## src/rtl/dram_init_pkg.sv

```systemverilog
package dram_init_pkg;
  localparam int CMD_W     = 32;
  localparam int BA_W      = 3;
  localparam int MODE_W    = 11;
  localparam int DLY_W     = CMD_W - MODE_W;
  localparam int CNT_W     = DLY_W + 1;
  localparam int PIN_LSB   = 8;   // cs_n, ras_n, cas_n, we_n upward from here
  localparam int CKE_BIT   = 12;
  localparam int BA_LSB    = 24;
  localparam int VALID_BIT = 4;   // valid flag position in the issue register
  localparam logic [CMD_W-1:0] IDLE_WORD = 32'h00FF_FFFF;

  typedef struct packed {
    logic            cke;
    logic            cs_n;
    logic            ras_n;
    logic            cas_n;
    logic            we_n;
    logic [BA_W-1:0] ba;
    logic [MODE_W-1:0] addr;
  } pins_t;

  // Pin pattern for one slot.
  function automatic pins_t slot_pins(input logic [CMD_W-1:0] cmd,
                                      input logic [CMD_W-1:0] prm);
    pins_t p;
    p.cke   = cmd[CKE_BIT];
    p.cs_n  = cmd[PIN_LSB];
    p.ras_n = cmd[PIN_LSB+1];
    p.cas_n = cmd[PIN_LSB+2];
    p.we_n  = cmd[PIN_LSB+3];
    p.ba    = cmd[BA_LSB +: BA_W];
    p.addr  = prm[MODE_W-1:0];
    return p;
  endfunction

  // Idle bus: strobes high, ba and addr zero, cke held.
  function automatic pins_t idle_pins(input logic cke);
    pins_t p;
    p       = '1;
    p.cke   = cke;
    p.ba    = '0;
    p.addr  = '0;
    return p;
  endfunction

  // The slots are spaced field+2 cycles apart. The issue cycle and the
  // reload edge take up two of those cycles, so the counter starts at field+1.
  function automatic logic [CNT_W-1:0] wait_load(input logic [CMD_W-1:0] prm);
    return {1'b0, prm[CMD_W-1:MODE_W]} + CNT_W'(1);
  endfunction
endpackage

```

## src/rtl/dram_init_slots.sv

```systemverilog
module dram_init_slots
  import dram_init_pkg::*;
#(
  parameter int NUM_SLOTS = 16,
  localparam int SLOT_AW  = $clog2(NUM_SLOTS)
) (
  input  logic               clk,
  input  logic               rst_n,
  input  logic               wr_cmd,
  input  logic               wr_prm,
  input  logic [SLOT_AW-1:0] wr_idx,
  input  logic [CMD_W-1:0]   wr_data,
  input  logic [SLOT_AW-1:0] rd_idx,
  output logic [CMD_W-1:0]   rd_cmd,
  output logic [CMD_W-1:0]   rd_prm
);
  logic [CMD_W-1:0] cmd_mem [NUM_SLOTS];
  logic [CMD_W-1:0] prm_mem [NUM_SLOTS];

  for (genvar s = 0; s < NUM_SLOTS; s++) begin : g_slot
    always_ff @(posedge clk or negedge rst_n) begin
      if (!rst_n) begin
        cmd_mem[s] <= IDLE_WORD;
        prm_mem[s] <= '0;
      end else begin
        if (wr_cmd && wr_idx == SLOT_AW'(s)) cmd_mem[s] <= wr_data;
        if (wr_prm && wr_idx == SLOT_AW'(s)) prm_mem[s] <= wr_data;
      end
    end
  end

  assign rd_cmd = cmd_mem[rd_idx];
  assign rd_prm = prm_mem[rd_idx];
endmodule

```

## src/rtl/dram_init_regs.sv

```systemverilog
module dram_init_regs
  import dram_init_pkg::*;
#(
  parameter int SLOT_AW = 4
) (
  input  logic               clk,
  input  logic               rst_n,
  input  logic               wr_ctl,
  input  logic               wr_iss,
  input  logic [VALID_BIT:0] wdata,
  input  logic               busy,
  input  logic               go,
  input  logic               seq_done,
  output logic               start_q,
  output logic               done_q,
  output logic               valid_q,
  output logic [SLOT_AW-1:0] last_q
);
  logic iss_take;
  assign iss_take = wr_iss && !busy && !go;

  always_ff @(posedge clk or negedge rst_n) begin
    if (!rst_n) begin
      start_q <= 1'b0;
      done_q  <= 1'b0;
      valid_q <= 1'b0;
      last_q  <= '0;
    end else begin
      if (wr_ctl) begin
        start_q <= wdata[0];
        if (!busy) done_q <= wdata[1];
      end
      if (seq_done) begin
        valid_q <= 1'b0;
      end else if (iss_take) begin
        valid_q <= wdata[VALID_BIT];
        last_q  <= wdata[SLOT_AW-1:0];
      end
    end
  end

  AST_VALID_CLEAR_BY_SEQ: assert property (@(posedge clk) disable iff (!rst_n)
    ($fell(valid_q) && $past(busy)) |-> $past(seq_done));
  AST_ISSUE_FROZEN: assert property (@(posedge clk) disable iff (!rst_n)
    (busy && !seq_done) |=> (valid_q && $stable(last_q)));
  AST_DONE_FROZEN: assert property (@(posedge clk) disable iff (!rst_n)
    busy |=> $stable(done_q));
endmodule

```

## src/rtl/dram_init_sequencer.sv

```systemverilog
module dram_init_sequencer
  import dram_init_pkg::*;
#(
  parameter int SLOT_AW = 4
) (
  input  logic               clk,
  input  logic               rst_n,
  input  logic               issue_valid,
  input  logic               init_start,
  input  logic [SLOT_AW-1:0] last_idx,
  output logic [SLOT_AW-1:0] rd_idx,
  input  logic [CMD_W-1:0]   rd_cmd,
  input  logic [CMD_W-1:0]   rd_prm,
  output logic               busy,
  output logic               go,
  output logic               seq_done,
  output pins_t              pins
);
  logic               busy_q;
  logic [SLOT_AW-1:0] idx_q;
  logic [CNT_W-1:0]   cnt_q;
  pins_t              pins_q;
  logic               step;

  assign go       = issue_valid && init_start && !busy_q;
  assign step     = busy_q && (cnt_q == '0);
  assign seq_done = step && (idx_q == last_idx);
  assign rd_idx   = busy_q ? idx_q + SLOT_AW'(1) : '0;
  assign busy     = busy_q;
  assign pins     = pins_q;

  always_ff @(posedge clk or negedge rst_n) begin
    if (!rst_n) begin
      busy_q <= 1'b0;
      idx_q  <= '0;
      cnt_q  <= '0;
      pins_q <= idle_pins(1'b0);
    end else if (go) begin
      busy_q <= 1'b1;
      idx_q  <= '0;
      cnt_q  <= wait_load(rd_prm);
      pins_q <= slot_pins(rd_cmd, rd_prm);
    end else if (seq_done) begin
      busy_q <= 1'b0;
      pins_q <= idle_pins(pins_q.cke);
    end else if (step) begin
      idx_q  <= rd_idx;
      cnt_q  <= wait_load(rd_prm);
      pins_q <= slot_pins(rd_cmd, rd_prm);
    end else if (busy_q) begin
      cnt_q  <= cnt_q - CNT_W'(1);
      pins_q <= idle_pins(pins_q.cke);
    end
  end

  AST_START_NEEDS_FLAGS: assert property (@(posedge clk) disable iff (!rst_n)
    $rose(busy_q) |-> $past(issue_valid && init_start));
  AST_CMD_ONE_CYCLE: assert property (@(posedge clk) disable iff (!rst_n)
    !pins_q.cs_n |=> pins_q.cs_n);
  AST_IDX_IN_RANGE: assert property (@(posedge clk) disable iff (!rst_n)
    busy_q |-> (idx_q <= last_idx));
  AST_IDLE_WHEN_STOPPED: assert property (@(posedge clk) disable iff (!rst_n)
    !busy_q |-> (pins_q.cs_n && pins_q.ras_n && pins_q.cas_n && pins_q.we_n));
  AST_CKE_HELD_IDLE: assert property (@(posedge clk) disable iff (!rst_n)
    (!busy_q && $past(!busy_q)) |-> $stable(pins_q.cke));
endmodule

```

## src/rtl/dram_init_seq.sv

```systemverilog
module dram_init_seq
  import dram_init_pkg::*;
#(
  parameter int NUM_SLOTS = 16,
  localparam int SLOT_AW  = $clog2(NUM_SLOTS),
  localparam int AW       = SLOT_AW + 2
) (
  input  logic              clk,
  input  logic              rst_n,
  input  logic              reg_wr,
  input  logic [AW-1:0]     reg_addr,
  input  logic [CMD_W-1:0]  reg_wdata,
  output logic              dram_cke,
  output logic              dram_cs_n,
  output logic              dram_ras_n,
  output logic              dram_cas_n,
  output logic              dram_we_n,
  output logic [BA_W-1:0]   dram_ba,
  output logic [MODE_W-1:0] dram_addr,
  output logic              issue_valid,
  output logic              init_done
);
  logic [1:0]         region;
  logic               wr_cmd, wr_prm, wr_ctl, wr_iss;
  logic [SLOT_AW-1:0] rd_idx, last_idx;
  logic [CMD_W-1:0]   rd_cmd, rd_prm;
  logic               busy, go, seq_done, init_start;
  pins_t              pins;

  assign region = reg_addr[AW-1 -: 2];
  assign wr_cmd = reg_wr && region == 2'b01;
  assign wr_prm = reg_wr && region == 2'b10;
  assign wr_ctl = reg_wr && region == 2'b00 && !reg_addr[0];
  assign wr_iss = reg_wr && region == 2'b00 &&  reg_addr[0];

  dram_init_slots #(.NUM_SLOTS(NUM_SLOTS)) u_slots (
    .clk, .rst_n, .wr_cmd, .wr_prm,
    .wr_idx(reg_addr[SLOT_AW-1:0]), .wr_data(reg_wdata),
    .rd_idx, .rd_cmd, .rd_prm
  );

  dram_init_regs #(.SLOT_AW(SLOT_AW)) u_regs (
    .clk, .rst_n, .wr_ctl, .wr_iss, .wdata(reg_wdata[VALID_BIT:0]),
    .busy, .go, .seq_done,
    .start_q(init_start), .done_q(init_done), .valid_q(issue_valid), .last_q(last_idx)
  );

  dram_init_sequencer #(.SLOT_AW(SLOT_AW)) u_seq (
    .clk, .rst_n, .issue_valid, .init_start, .last_idx,
    .rd_idx, .rd_cmd, .rd_prm, .busy, .go, .seq_done, .pins
  );

  assign dram_cke   = pins.cke;
  assign dram_cs_n  = pins.cs_n;
  assign dram_ras_n = pins.ras_n;
  assign dram_cas_n = pins.cas_n;
  assign dram_we_n  = pins.we_n;
  assign dram_ba    = pins.ba;
  assign dram_addr  = pins.addr;
endmodule

```

## config.mk

```make
export PLATFORM = sky130hd
export DESIGN_NAME = dram_init_seq
export DESIGN_NICKNAME = d
export VERILOG_FILES = /design/src/rtl/dram_init_pkg.sv /design/src/rtl/dram_init_slots.sv /design/src/rtl/dram_init_regs.sv /design/src/rtl/dram_init_sequencer.sv /design/src/rtl/dram_init_seq.sv
export SDC_FILE = /design/constraint.sdc
export NUM_CORES = 1
export LEC_CHECK = 0
export ABC_CLOCK_PERIOD_IN_PS = 5800
export CORE_MARGIN = 2
export CORE_UTILIZATION = 60
export DETAILED_ROUTE_END_ITERATION = 16
export PLACE_DENSITY = 0.76
export REMOVE_ABC_BUFFERS = 1
export SYNTH_ARGS = -nofsm -noshare
export SYNTH_HDL_FRONTEND = slang
export SYNTH_SLANG_ARGS = --single-unit
```

## constraint.sdc

```tcl
create_clock -name clk -period 5.8 [get_ports clk]
set_input_delay 0.87 -clock clk [delete_from_list [all_inputs] [get_ports clk]]
set_output_delay 0.87 -clock clk [all_outputs]
set_load 0.05 [all_outputs]
```

==> impl_metrics.env <==
export IMPL_r2r_start="u_seq.idx_q[0]"
export IMPL_period_needed_ps=4170
export IMPL_async_reset_ff_share_pct=100
export IMPL_drc=0
export IMPL_clock_sinks=693
export IMPL_tritoncts="yes"
export IMPL_place_inst=3391
export IMPL_grt_total_usage_pct=32.0
export IMPL_ys_seq_area_share_pct=52.5
export IMPL_clockRootBuffer="clkbuf_16"
export IMPL_post_cts_buffers=0
export IMPL_ant_nets=0
export IMPL_status="complete, no violations"
export IMPL_pin_count=62
export IMPL_gr_total_overflow=0
export IMPL_die_height_um=239
export IMPL_rsz0062_at_grt="false"
export IMPL_required_ps=6250
export IMPL_critPathCapture="u_seq.cnt_q[11]"
export IMPL_diodes=0
export IMPL_core_area_mm2=0.0550
export IMPL_period_share_pct=71.9
export IMPL_maxSlewViolCount=0
export IMPL_synth_top_family_by_area="multiplexers"
export IMPL_fmax_ghz=0.240
export IMPL_io_buffer_count=61
export IMPL_synth_cells=2764
export IMPL_first_global_vias=24219
export IMPL_cp_startpoint="u_seq.idx_q[0]"
export IMPL_synth_edf_count=0
export IMPL_place_gp_congestion=0.887
export IMPL_seqCellArea_mm2=0.0175
export IMPL_finalHoldViolCount=0
export IMPL_rr_endpoint="u_seq.cnt_q[11]"
export IMPL_grt_max_degree=181
export IMPL_first_pass_iters=5
export IMPL_synth_area_leaders="dfrtp_1 (46%), mux2_2 (22%), dfstp_2 (6.6%)"
export IMPL_drive_gt1_share_pct=34.8
export IMPL_ys_ff_latch=693
export IMPL_vdd_drop_max_v=0.000347
export IMPL_grt_pass1_wl_um=140000
export IMPL_ys_types=76
export IMPL_synth_compound_area_share_pct=9.25
export IMPL_die_width_um=239
export IMPL_antenna_found_initial=0
export IMPL_nets=2762
export IMPL_syn_mean_instance_area_um2=12.0
export IMPL_synth_area_mm2=0.0332
export IMPL_areaGrowthSynthToFinish_pct=10.6
export IMPL_synth_fa_ha_area_share_pct=0.113
export IMPL_yosysWarningCount=0
export IMPL_cts_max_level=3
export IMPL_routedWlPerCell_um=25.5
export IMPL_avgViaCountPerCell=6.65
export IMPL_synth_most_common_cell="mux2_2"
export IMPL_dieArea_mm2=0.0573
export IMPL_tightest_slew_ps=1350
export IMPL_num_vias=23399
export IMPL_synthMuxAreaShare_pct=25.9
export IMPL_cts_buffers=73
export IMPL_row_count=86
export IMPL_synth_xor_area_share_pct=0.523
export IMPL_path_clk_slew_ps=60
export IMPL_cts_resized=0
export IMPL_relSlewSlack_pct=9.80
export IMPL_final_cells=3520
export IMPL_ctsLongestPathBuffers=3
export IMPL_holdBufCountCts=0
export IMPL_clk_latency_ps=620
export IMPL_hold_class="in -> async"
export IMPL_finalSetupViolCount=0
export IMPL_dp_slack_ps=1680
export IMPL_synth_common_cells="mux2_2 (652), dfrtp_1 (609), nand2_1 (286)"
export IMPL_setup_ws_ps=1630
export IMPL_synth_simple_area_share_pct=8.40
export IMPL_final_util_pct=66.8
export IMPL_synth_top_area_share_pct=45.8
export IMPL_reg2reg_slack_ps=1630
export IMPL_path_max_fanout=73
export IMPL_p_leak_nw=16.2
export IMPL_power_density_mw_per_mm2=417
export IMPL_place_hpwl_um=52100
export IMPL_worstSetupPathType="reg -> reg"
export IMPL_routed_wl_um=89700
export IMPL_cp_arrival_ps=4620
export IMPL_ys_flop_type="dfrtp_1"
export IMPL_drv_cap=0
export IMPL_critPathCaptureType="register"
export IMPL_fill_cells=3948
export IMPL_start_kind="register"
export IMPL_multi_input_area_mm2=0.0148
export IMPL_synth_largest_area_cell="dfrtp_1"
export IMPL_fin_skew_ps=30.3
export IMPL_drt_iter0_markers=2346
export IMPL_rr_worst_depth=11
export IMPL_initial_core_util_pct=60.5
-- cell usage in the layout (no fill, tap or decap), types with 6 or more instances in the layout --
master / instances
o221a_2: 12
mux4_2: 18
nand2b_1: 18
or3_1: 7
inv_1: 17
a221oi_1: 17
o21ai_0: 63
mux2i_1: 80
nor3_1: 16
a21oi_1: 86
nor4_1: 10
xnor2_1: 14
nor2_4: 10
nor2_1: 102
nand2_1: 281
dfstp_2: 84
clkinv_2: 10
a211oi_1: 38
mux2_2: 652
nand3_1: 48
a31oi_1: 30
clkdlybuf4s50_1: 60
clkbuf_16: 76
o221ai_1: 28
o22a_1: 8
nor2b_1: 73
a311oi_1: 52
clkbuf_8: 12
buf_4: 44
clkbuf_1: 22
dfrtp_1: 607
o22ai_1: 38
a22o_1: 17
buf_12: 6
-- how the worst min path moves through the flow --
stage | to | slack, ps | cells after the start
finish | u_slots.prm_mem[436] | 340 | 1
global route | u_slots.prm_mem[404] | 440 | 1
CTS | u_slots.prm_mem[438] | 410 | 1
detailed placement | u_slots.prm_mem[236] | 490 | 1
global placement | u_slots.prm_mem[236] | 480 | 1
floorplan | u_slots.prm_mem[236] | 470 | 1
-- final cells by class --
type	count	share of cell area, %
clock inverters	19	0.640
inverters	17	0.174
well taps	748	2.55
repair buffers	111	2.90
multi-input cells	1822	40.4
flip-flops and latches	693	47.5
clock buffers	110	5.85
-- where the power goes --
part	switching [mW]	internal, mW	total, mW
combinational	2.77	1.80	4.57
clock	1.92	2.78	4.70
sequential	0.469	5.60	6.07
total	5.16	10.2	15.3
-- layer usage --
metal | part of all wire (%) | GRT usage (%) | wire, um
met5 | 0 | 0 | 0
met4 | 3.7 | 13.6 | 3320
met3 | 7.1 | 4.58 | 6360
met2 | 48 | 51.6 | 42800
met1 | 41 | 43.8 | 37200
-- critical path: stages (launching register included) --
cell,delay (ps)
dfrtp_4,530
ha_2,240
xnor2_2,730
nor2_4,300
buf_12,320
a211oi_1,240
o21ai_0,180
a211oi_2,560
nand2_1,230
nor3_1,270
xnor2_1,190
o221ai_1,160
-- metrics by stage --
stage | TNS [ps] | hold slack (ps) | power (mW) | instance area [um^2]
CTS | 0 | 413 | 15.3 | 36800
detailed placement | 0 | 486 | 10.6 | 34400
floorplan | -227850 | 470 | 9.25 | 32200
global placement | 0 | 479 | 10.4 | 34400
finish | 0 | 338 | 15.3 | 36800
global route | 0 | 443 | 16.0 | 36800
-- cells by family (layout without fill, tap and decap cells) --
logic type	count (synthesis)	in the layout
buffers and inverters	249	257
multiplexers	753	753
adder cells (fa/ha/maj)	3	3
XOR/XNOR	19	19
flip-flops	693	693
AND/OR/NAND/NOR	610	610
AO/OA/AOI/OAI	437	437
-- sequential cells by signal, indices dropped and copies added, names as in the netlist, 4 cells and up --
register	cells
u_regs.last_q	4
u_seq.cnt_q	22
u_seq.idx_q	4
u_seq.pins	19
u_slots.cmd_mem	128
u_slots.prm_mem	512
(Power assumes the default switching activity.)
